==> config.mk <==
export PLATFORM = sky130hd
export DESIGN_NAME = ir_pw_capture
export DESIGN_NICKNAME = d
export VERILOG_FILES = /design/src/rtl/ir_cap_pkg.sv /design/src/rtl/ir_glitch_filter.sv /design/src/rtl/ir_width_timer.sv /design/src/rtl/ir_rx_fifo.sv /design/src/rtl/ir_pw_capture.sv
export SDC_FILE = /design/constraint.sdc
export NUM_CORES = 1
export LEC_CHECK = 0
export ABC_AREA = 1
export BUFFER_PORTS_ARGS = -buffer_cell sky130_fd_sc_hd__buf_2
export CAP_MARGIN = 20
export CORE_MARGIN = 2
export CORE_UTILIZATION = 32
export DETAILED_ROUTE_END_ITERATION = 8
export PLACE_DENSITY = 0.59
export SLEW_MARGIN = 25
export SYNTH_ARGS = -nofsm -noshare
export SYNTH_HDL_FRONTEND = slang
export SYNTH_SLANG_ARGS = --single-unit
==> constraint.sdc <==
create_clock -name clk_i -period 3.5 [get_ports clk_i]
set_input_delay 0.175 -clock clk_i [delete_from_list [all_inputs] [get_ports clk_i]]
set_output_delay 0.175 -clock clk_i [all_outputs]
set_load 0.005 [all_outputs]
==> src/rtl/ir_cap_pkg.sv <==
package ir_cap_pkg;
  localparam int unsigned PRESCALE = 4;

  typedef enum logic [1:0] {
    EDG_OFF  = 2'b00,
    EDG_FALL = 2'b01,
    EDG_RISE = 2'b10,
    EDG_BOTH = 2'b11
  } edge_mode_e;

  localparam int ST_TMO = 0;
  localparam int ST_OVR = 1;
  localparam int ST_BSY = 2;
  localparam int ST_SRV = 3;
endpackage

==> src/rtl/ir_glitch_filter.sv <==
module ir_glitch_filter #(
  parameter int FW = 16
) (
  input  logic          clk_i,
  input  logic          rst_ni,
  input  logic          env_i,
  input  logic [FW-1:0] min_cnt_i,
  output logic          flt_o
);
  logic          flt_q;
  logic [FW-1:0] run_q;
  logic          bypass;

  assign bypass = (min_cnt_i < FW'(4));

  always_ff @(posedge clk_i or negedge rst_ni) begin
    if (!rst_ni) begin
      flt_q <= 1'b0;
      run_q <= '0;
    end else if (bypass || env_i == flt_q) begin
      flt_q <= env_i;
      run_q <= '0;
    end else if (run_q == min_cnt_i - 1'b1) begin
      flt_q <= env_i;
      run_q <= '0;
    end else begin
      run_q <= run_q + 1'b1;
    end
  end

  assign flt_o = flt_q;


  flt_follow_chk: assert property (@(posedge clk_i) disable iff (!rst_ni)
    (flt_q != $past(flt_q)) |-> (flt_q == $past(env_i)));
endmodule

==> src/rtl/ir_width_timer.sv <==
module ir_width_timer
  import ir_cap_pkg::*;
#(
  parameter int CW = 16
) (
  input  logic        clk_i,
  input  logic        rst_ni,
  input  logic        lvl_i,
  input  logic        tick_i,
  input  logic        rx_en_i,
  input  logic [1:0]  edge_sel_i,
  input  logic        no_ovf_load_i,
  output logic        wr_o,
  output logic [CW:0] rec_o,
  output logic        busy_o,
  output logic        tmo_o
);
  localparam int PW = $clog2(PRESCALE);
  localparam logic [PW-1:0] PRE_LAST = PW'(PRESCALE - 1);

  logic          lvl_q, busy_q, tmo_q, wr_q;
  logic [PW-1:0] pre_q;
  logic [CW-1:0] cnt_q;
  logic [CW:0]   rec_q;
  logic          rise, fall, hit;

  assign rise = lvl_i & ~lvl_q;
  assign fall = ~lvl_i & lvl_q;
  assign hit  = rx_en_i & ((edge_sel_i[1] & rise) | (edge_sel_i[0] & fall));

  always_ff @(posedge clk_i or negedge rst_ni) begin
    if (!rst_ni) lvl_q <= 1'b0;
    else         lvl_q <= lvl_i;
  end

  always_ff @(posedge clk_i or negedge rst_ni) begin
    if (!rst_ni) begin
      busy_q <= 1'b0;
      tmo_q  <= 1'b0;
      wr_q   <= 1'b0;
      pre_q  <= '0;
      cnt_q  <= '0;
      rec_q  <= '0;
    end else begin
      wr_q <= 1'b0;
      if (!rx_en_i) begin
        busy_q <= 1'b0;
        tmo_q  <= 1'b0;
      end else if (edge_sel_i == EDG_OFF) begin
        busy_q <= 1'b0;
      end else if (hit) begin
        if (busy_q) begin
          wr_q  <= 1'b1;
          rec_q <= {lvl_q, cnt_q};
        end
        busy_q <= 1'b1;
        pre_q  <= '0;
        cnt_q  <= '0;
      end else if (busy_q && tick_i) begin
        if (pre_q == PRE_LAST) begin
          pre_q <= '0;
          if (cnt_q == '1) begin
            busy_q <= 1'b0;
            tmo_q  <= 1'b1;
            if (!no_ovf_load_i) begin
              wr_q  <= 1'b1;
              rec_q <= '1;
            end
          end else begin
            cnt_q <= cnt_q + 1'b1;
          end
        end else begin
          pre_q <= pre_q + 1'b1;
        end
      end
    end
  end

  assign wr_o   = wr_q;
  assign rec_o  = rec_q;
  assign busy_o = busy_q;
  assign tmo_o  = tmo_q;


  busy_off_chk: assert property (@(posedge clk_i) disable iff (!rst_ni)
    (!rx_en_i || edge_sel_i == EDG_OFF) |=> !busy_q);

  tmo_clear_chk: assert property (@(posedge clk_i) disable iff (!rst_ni)
    !rx_en_i |=> !tmo_q);

  tmo_close_chk: assert property (@(posedge clk_i) disable iff (!rst_ni)
    $rose(tmo_q) |-> !busy_q);

  tmo_marker_chk: assert property (@(posedge clk_i) disable iff (!rst_ni)
    ($rose(tmo_q) && !$past(no_ovf_load_i)) |-> (wr_q && rec_q == '1));
endmodule

==> src/rtl/ir_rx_fifo.sv <==
module ir_rx_fifo #(
  parameter int DW    = 17,
  parameter int DEPTH = 8
) (
  input  logic          clk_i,
  input  logic          rst_ni,
  input  logic          en_i,
  input  logic          wr_i,
  input  logic [DW-1:0] wdata_i,
  input  logic          rd_i,
  output logic [DW-1:0] rdata_o,
  output logic          empty_o,
  output logic [$clog2(DEPTH+1)-1:0] level_o,
  output logic          ovr_o
);
  localparam int AW = $clog2(DEPTH);
  localparam int LW = $clog2(DEPTH + 1);

  logic [DW-1:0] mem_q [DEPTH];
  logic [AW-1:0] wp_q, rp_q;
  logic [LW-1:0] cnt_q;
  logic          ovr_q, do_wr, do_rd;

  assign do_rd = en_i & rd_i & (cnt_q != '0);
  assign do_wr = en_i & wr_i & ((cnt_q != LW'(DEPTH)) | do_rd);

  always_ff @(posedge clk_i) begin
    if (do_wr) mem_q[wp_q] <= wdata_i;
  end

  always_ff @(posedge clk_i or negedge rst_ni) begin
    if (!rst_ni) begin
      wp_q  <= '0;
      rp_q  <= '0;
      cnt_q <= '0;
      ovr_q <= 1'b0;
    end else if (!en_i) begin
      wp_q  <= '0;
      rp_q  <= '0;
      cnt_q <= '0;
      ovr_q <= 1'b0;
    end else begin
      if (do_wr) wp_q <= (wp_q == AW'(DEPTH - 1)) ? '0 : wp_q + 1'b1;
      if (do_rd) rp_q <= (rp_q == AW'(DEPTH - 1)) ? '0 : rp_q + 1'b1;
      cnt_q <= cnt_q + LW'(do_wr) - LW'(do_rd);
      if (wr_i && !do_wr) ovr_q <= 1'b1;
    end
  end

  assign rdata_o = mem_q[rp_q];
  assign empty_o = (cnt_q == '0);
  assign level_o = cnt_q;
  assign ovr_o   = ovr_q;


  depth_bound_chk: assert property (@(posedge clk_i) disable iff (!rst_ni)
    cnt_q <= LW'(DEPTH));

  overrun_set_chk: assert property (@(posedge clk_i) disable iff (!rst_ni)
    (en_i && wr_i && !rd_i && cnt_q == LW'(DEPTH)) |=> ovr_q);

  flush_chk: assert property (@(posedge clk_i) disable iff (!rst_ni)
    !en_i |=> (!ovr_q && cnt_q == '0));
endmodule

==> src/rtl/ir_pw_capture.sv <==
module ir_pw_capture
  import ir_cap_pkg::*;
#(
  parameter int CNT_W      = 16,
  parameter int FIFO_DEPTH = 8,
  parameter int FILT_W     = 16
) (
  input  logic              clk_i,
  input  logic              rst_ni,
  input  logic              env_i,
  input  logic              tick_i,
  input  logic              rx_en_i,
  input  logic              fifo_en_i,
  input  logic [1:0]        edge_sel_i,
  input  logic              no_ovf_load_i,
  input  logic              wm_not_empty_i,
  input  logic [FILT_W-1:0] filt_cnt_i,
  input  logic [2:0]        irq_en_i,
  input  logic              rd_i,
  output logic [CNT_W+1:0]  rd_data_o,
  output logic [3:0]        stat_o,
  output logic              irq_o
);
  localparam int DW   = CNT_W + 1;
  localparam int LW   = $clog2(FIFO_DEPTH + 1);
  localparam int HALF = FIFO_DEPTH / 2;
  localparam int VB   = CNT_W + 1;

  logic          flt, wr, busy, tmo, ovr, empty, srv;
  logic [DW-1:0] rec, head;
  logic [LW-1:0] level;

  ir_glitch_filter #(.FW(FILT_W)) u_flt (
    .clk_i, .rst_ni, .env_i, .min_cnt_i(filt_cnt_i), .flt_o(flt)
  );

  ir_width_timer #(.CW(CNT_W)) u_tmr (
    .clk_i, .rst_ni, .lvl_i(flt), .tick_i, .rx_en_i, .edge_sel_i,
    .no_ovf_load_i, .wr_o(wr), .rec_o(rec), .busy_o(busy), .tmo_o(tmo)
  );

  ir_rx_fifo #(.DW(DW), .DEPTH(FIFO_DEPTH)) u_fifo (
    .clk_i, .rst_ni, .en_i(fifo_en_i), .wr_i(wr), .wdata_i(rec), .rd_i,
    .rdata_o(head), .empty_o(empty), .level_o(level), .ovr_o(ovr)
  );

  assign srv       = wm_not_empty_i ? !empty : (level >= LW'(HALF));
  assign rd_data_o = empty ? '0 : {1'b1, head};
  assign stat_o    = {srv, busy, ovr, tmo};
  assign irq_o     = |(irq_en_i & {srv, ovr, tmo});


  empty_word_chk: assert property (@(posedge clk_i) disable iff (!rst_ni)
    !rd_data_o[VB] |-> (rd_data_o == '0));

  wm_ne_chk: assert property (@(posedge clk_i) disable iff (!rst_ni)
    (wm_not_empty_i && rd_data_o[VB]) |-> stat_o[ST_SRV]);

  irq_ovr_chk: assert property (@(posedge clk_i) disable iff (!rst_ni)
    (irq_en_i[1] && stat_o[ST_OVR]) |-> irq_o);
endmodule

==> flow_summary_export.csv <==
group,metric,value,unit
timing,setup_viol,0,
critical_path,start_kind,"flop",
cells_and_area,flow.area_growth_from_synthesis,13.9,%
grt,via_count_of_the_first_global_routing_pass,6465,
critical_path,cells_along_the_critical_path,"clkinv_1 -> buf_4 -> o21ai_0 -> o22ai_1 -> o21ai_0 -> a31oi_1 -> buf_2",
yosys,synth.avg_cell_area,10.0,um^2
die,initial_utilization,32.6,%
cells_and_area,postLayoutCoreUtil,37.2,%
yosys,syn_area,9400,um^2
grt,grt_usage,13.3,%
placement,placed_cell_count,1346,
clock_network,clock_insertion_delay_worst_skew,490,ps
yosys,netlist_instances,935,
timing,period_share,82.7,%
die,rows,62,
yosys,ys_seq_elements,203,
clock_network,cts.path.max_buffers,3,
placement,placement.io_buffers,52,
timing,period_needed,2900,ps
cells_and_area,num-nets-final,1035,
critical_path,r2r_start,"u_flt.flt_o",
critical_path,crit_slowest_cell,"sky130_fd_sc_hd__clkinv_1",
routing,detail_route.drc_violations,0,
timing,clock_skew,17.9,ps
yosys,syn_nets,981,
critical_path,worst_ep_required_time,3320,ps
timing,slew_headroom,41.7,%
power_and_ir_drop,power.density_cell_area,649,nW/um^2
yosys,sequential_cell_area_fraction_in_the_yosys_report,61.3,%
critical_path,worst_path_most_repeated_cell,"sky130_fd_sc_hd__o21ai_0",
placement,final_hpwl_from_detailed_placement,12600,um
run,drv.max_cap_violation_count,0,
clock_network,cts_root_buffer,"sky130_fd_sc_hd__clkbuf_16",
cells_and_area,share_of_final_layout_standard_cells_stronger_than_drive_strength_1,13.0,%
grt,grt_overflow_total,0,
placement,placed_area,10000,um^2
min_path,kind_of_path_behind_the_tightest_hold_check,"primary input to flop",
clock_network,numClockSinks,203,
critical_path,arrival,2720,ps
power_and_ir_drop,power.total,6.95,mW
die,die-width,175,um
die,floorplan.die_area,30700,um^2
placement,routabilityCongestion,0.792,
clock_network,cts_tree,"built",
timing,setup_repair_after_global_routing_missed_its_margin,"false",
routing,vias_per_cell,4.69,
die,ios,53,
cells_and_area,inserted_diodes,0,
min_path,worst_hold_launch,"edge_sel_i[0]",
power_and_ir_drop,max-vdd-ir-drop,0.346,mV
critical_path,worstSetupEndpointType,"output pin",
critical_path,regToRegSetupSlack,1090,ps
grt,grt_max_degree,70,
power_and_ir_drop,leakage,4.27,nW
clock_network,htree_levels,1,
routing,ant_nets,0,
routing,dr_total_vias,6507,
clock_network,cts-resized-gates,0,
die,chipHeight,175,um
yosys,synth.distinct_cells,48,
die,placeableCoreArea,28800,um^2
cells_and_area,layoutNonFillerInstCount,1387,
critical_path,delay_of_the_slowest_cell_on_the_worst_path,670,ps
routing,drt_first_pass_iters,5,
critical_path,worstSetupStartpoint,"u_fifo.rp_q[0]",
cells_and_area,finish.instance_area,10700,um^2
routing,routed_length_per_placed_instance,14.3,um
cells_and_area,nFillCells,2854,
routing,wirelength,19900,um
timing,setup_total_negative_slack,0,ps
timing,timing.final.hold_violations,0,
critical_path,setup.worst_path.class,"flop to output pin",
grt,grt_first_pass_wirelength,33200,um
status,run_status,"completed",
clock_network,cts.clk_slew.worst_paths,60,ps
critical_path,critical_path_peak_fanout,34,
timing,max_slew.worst_pin.slew,869,ps
clock_network,numCtsBuffers,21,
grt,grt_antenna_before_repair,0,
routing,first_iter_violations,508,
timing,pins_over_slew_limit,0,
yosys,yosysWarnings,0,
timing,max_freq,345,MHz
==> stage by stage <==
| step | hold slack, ps | setup WS (ps) |
|---|---|---|
| finish | 126 | 605 |
| CTS | 105 | 515 |
| detailed placement | 403 | 1070 |
| global placement | 409 | 1120 |
| global route | 138 | 274 |
| floorplan | -121 | 1040 |
==> sequential cells by signal, summed over array words and instances (netlist names), 2 cells and up <==
signal and count:
u_tmr.rec_o 17, u_flt.run_q 16, u_tmr.pre_q 2, u_tmr.cnt_q 16, u_fifo.rp_q 3, u_fifo.wp_q 3
u_fifo.level_o 4, u_fifo.mem_q 136
==> cells in the final DEF (no fill, tap or decap), types with 2 or more instances in the layout <==
| master | count |
|---|---|
| sky130_fd_sc_hd__ha_1 | 15 |
| sky130_fd_sc_hd__o21ai_0 | 100 |
| sky130_fd_sc_hd__a31oi_1 | 17 |
| sky130_fd_sc_hd__inv_2 | 2 |
| sky130_fd_sc_hd__clkbuf_8 | 3 |
| sky130_fd_sc_hd__clkbuf_16 | 21 |
| sky130_fd_sc_hd__buf_2 | 52 |
| sky130_fd_sc_hd__clkinv_1 | 2 |
| sky130_fd_sc_hd__o31ai_1 | 5 |
| sky130_fd_sc_hd__dlygate4sd3_1 | 4 |
| sky130_fd_sc_hd__nand3b_1 | 4 |
| sky130_fd_sc_hd__o21bai_1 | 2 |
| sky130_fd_sc_hd__nand2_4 | 4 |
| sky130_fd_sc_hd__buf_4 | 16 |
| sky130_fd_sc_hd__nor3_1 | 14 |
| sky130_fd_sc_hd__clkbuf_1 | 11 |
| sky130_fd_sc_hd__nor2_4 | 2 |
| sky130_fd_sc_hd__dfrtp_1 | 66 |
| sky130_fd_sc_hd__edfxtp_1 | 136 |
| sky130_fd_sc_hd__nand4_1 | 6 |
| sky130_fd_sc_hd__xor2_1 | 16 |
| sky130_fd_sc_hd__xnor2_1 | 11 |
| sky130_fd_sc_hd__nand2_1 | 132 |
| sky130_fd_sc_hd__nor2_1 | 175 |
| sky130_fd_sc_hd__nand2_2 | 4 |
| sky130_fd_sc_hd__nor2_2 | 17 |
| sky130_fd_sc_hd__a21oi_1 | 11 |
| sky130_fd_sc_hd__o21ai_1 | 16 |
| sky130_fd_sc_hd__nand3_1 | 39 |
| sky130_fd_sc_hd__inv_1 | 63 |
| sky130_fd_sc_hd__o22ai_1 | 18 |
==> power by group <==
part | switching (mW) | internal (mW)
Sequential | 0.310 | 2.97
Clock | 0.857 | 1.18
Combinational | 1.05 | 0.579
Total | 2.22 | 4.73
==> synth_stat cells (all sizes together) <==
cell | count | area [um^2]
o22ai | 18 | 113
o31ai | 6 | 50.1
ha | 15 | 188
nor4 | 1 | 6.26
dfrtp | 67 | 1680
a211oi | 1 | 7.51
a21oi | 11 | 55.1
nand3 | 40 | 205
o21bai | 2 | 15.0
nor3 | 15 | 80.1
xnor2 | 11 | 96.3
xor2 | 16 | 140
fa | 1 | 20.0
inv | 66 | 248
and3 | 2 | 17.5
nand3b | 4 | 30.0
and2 | 2 | 15.0
nand2 | 140 | 566
nand4 | 6 | 37.5
o21ai | 116 | 581
edfxtp | 136 | 4080
clkbuf | 26 | 98.8
a41oi | 1 | 8.76
nor2 | 194 | 786
a21o | 1 | 7.51
a31oi | 17 | 106
buf | 15 | 115
o21a | 1 | 7.51
o41ai | 1 | 8.76
nor3b | 2 | 20.0
or2 | 1 | 6.26
==> kinds of logic after synthesis <==
group	count (synthesis)	synth area share (%)
simple gates	407	18.8
flops	203	61.3
compound gates	175	10.2
buf+inv	107	4.91
xor+xnor	27	2.52
fa+ha+maj	16	2.21
==> metal layers <==
metal / vias to the layer above / global-route usage (%) / part of all wire [%] / routed length [um]
met3: 14 / 1.69 / 3.6 / 715
met4: 0 / 2.64 / 0.93 / 184
met1: 3112 / 18.2 / 48 / 9610
met2: 92 / 22.7 / 47 / 9370
li1: 3289 / - / - / -
met5: - / 0 / 0 / 0
==> cell type report <==
| class | count | area, um^2 | share of cell area [%] |
|---|---|---|---|
| clock buffers | 35 | 608 | 5.68 |
| flip-flops and latches | 203 | 5760 | 53.8 |
| inverters | 66 | 248 | 2.31 |
| clock inverters | 2 | 12.5 | 0.117 |
| repair buffers | 72 | 420 | 3.93 |
| well taps | 384 | 480 | 4.49 |
| multi-input cells | 625 | 3170 | 29.6 |
==> worst max-delay path, delay by kind of cell (launching register included) <==
family                 cells  cell delay [ps]
buffers and inverters      3             1320
AOI/OAI and AO/OA          4              550
DFF                        1              360
==> path summary, 6_finish.rpt <==
kind / depth (start not counted) / to
setup / recovery: 7 / rd_data_o[4]
hold / removal: 4 / u_tmr.tmo_o
setup reg to reg: 12 / u_tmr.cnt_q[11]
hold reg to reg: 0 / u_tmr.lvl_q
max in group asynchronous: 3 / u_fifo.rp_q[0]
min in group asynchronous: 3 / u_flt.run_q[2]
==> what timing repair did <==
action	in CTS	in global routing
endpoints found under the hold margin	70	0
setup buffers	0	0
hold buffers	4	0
Power figures use the tool's default switching activity.
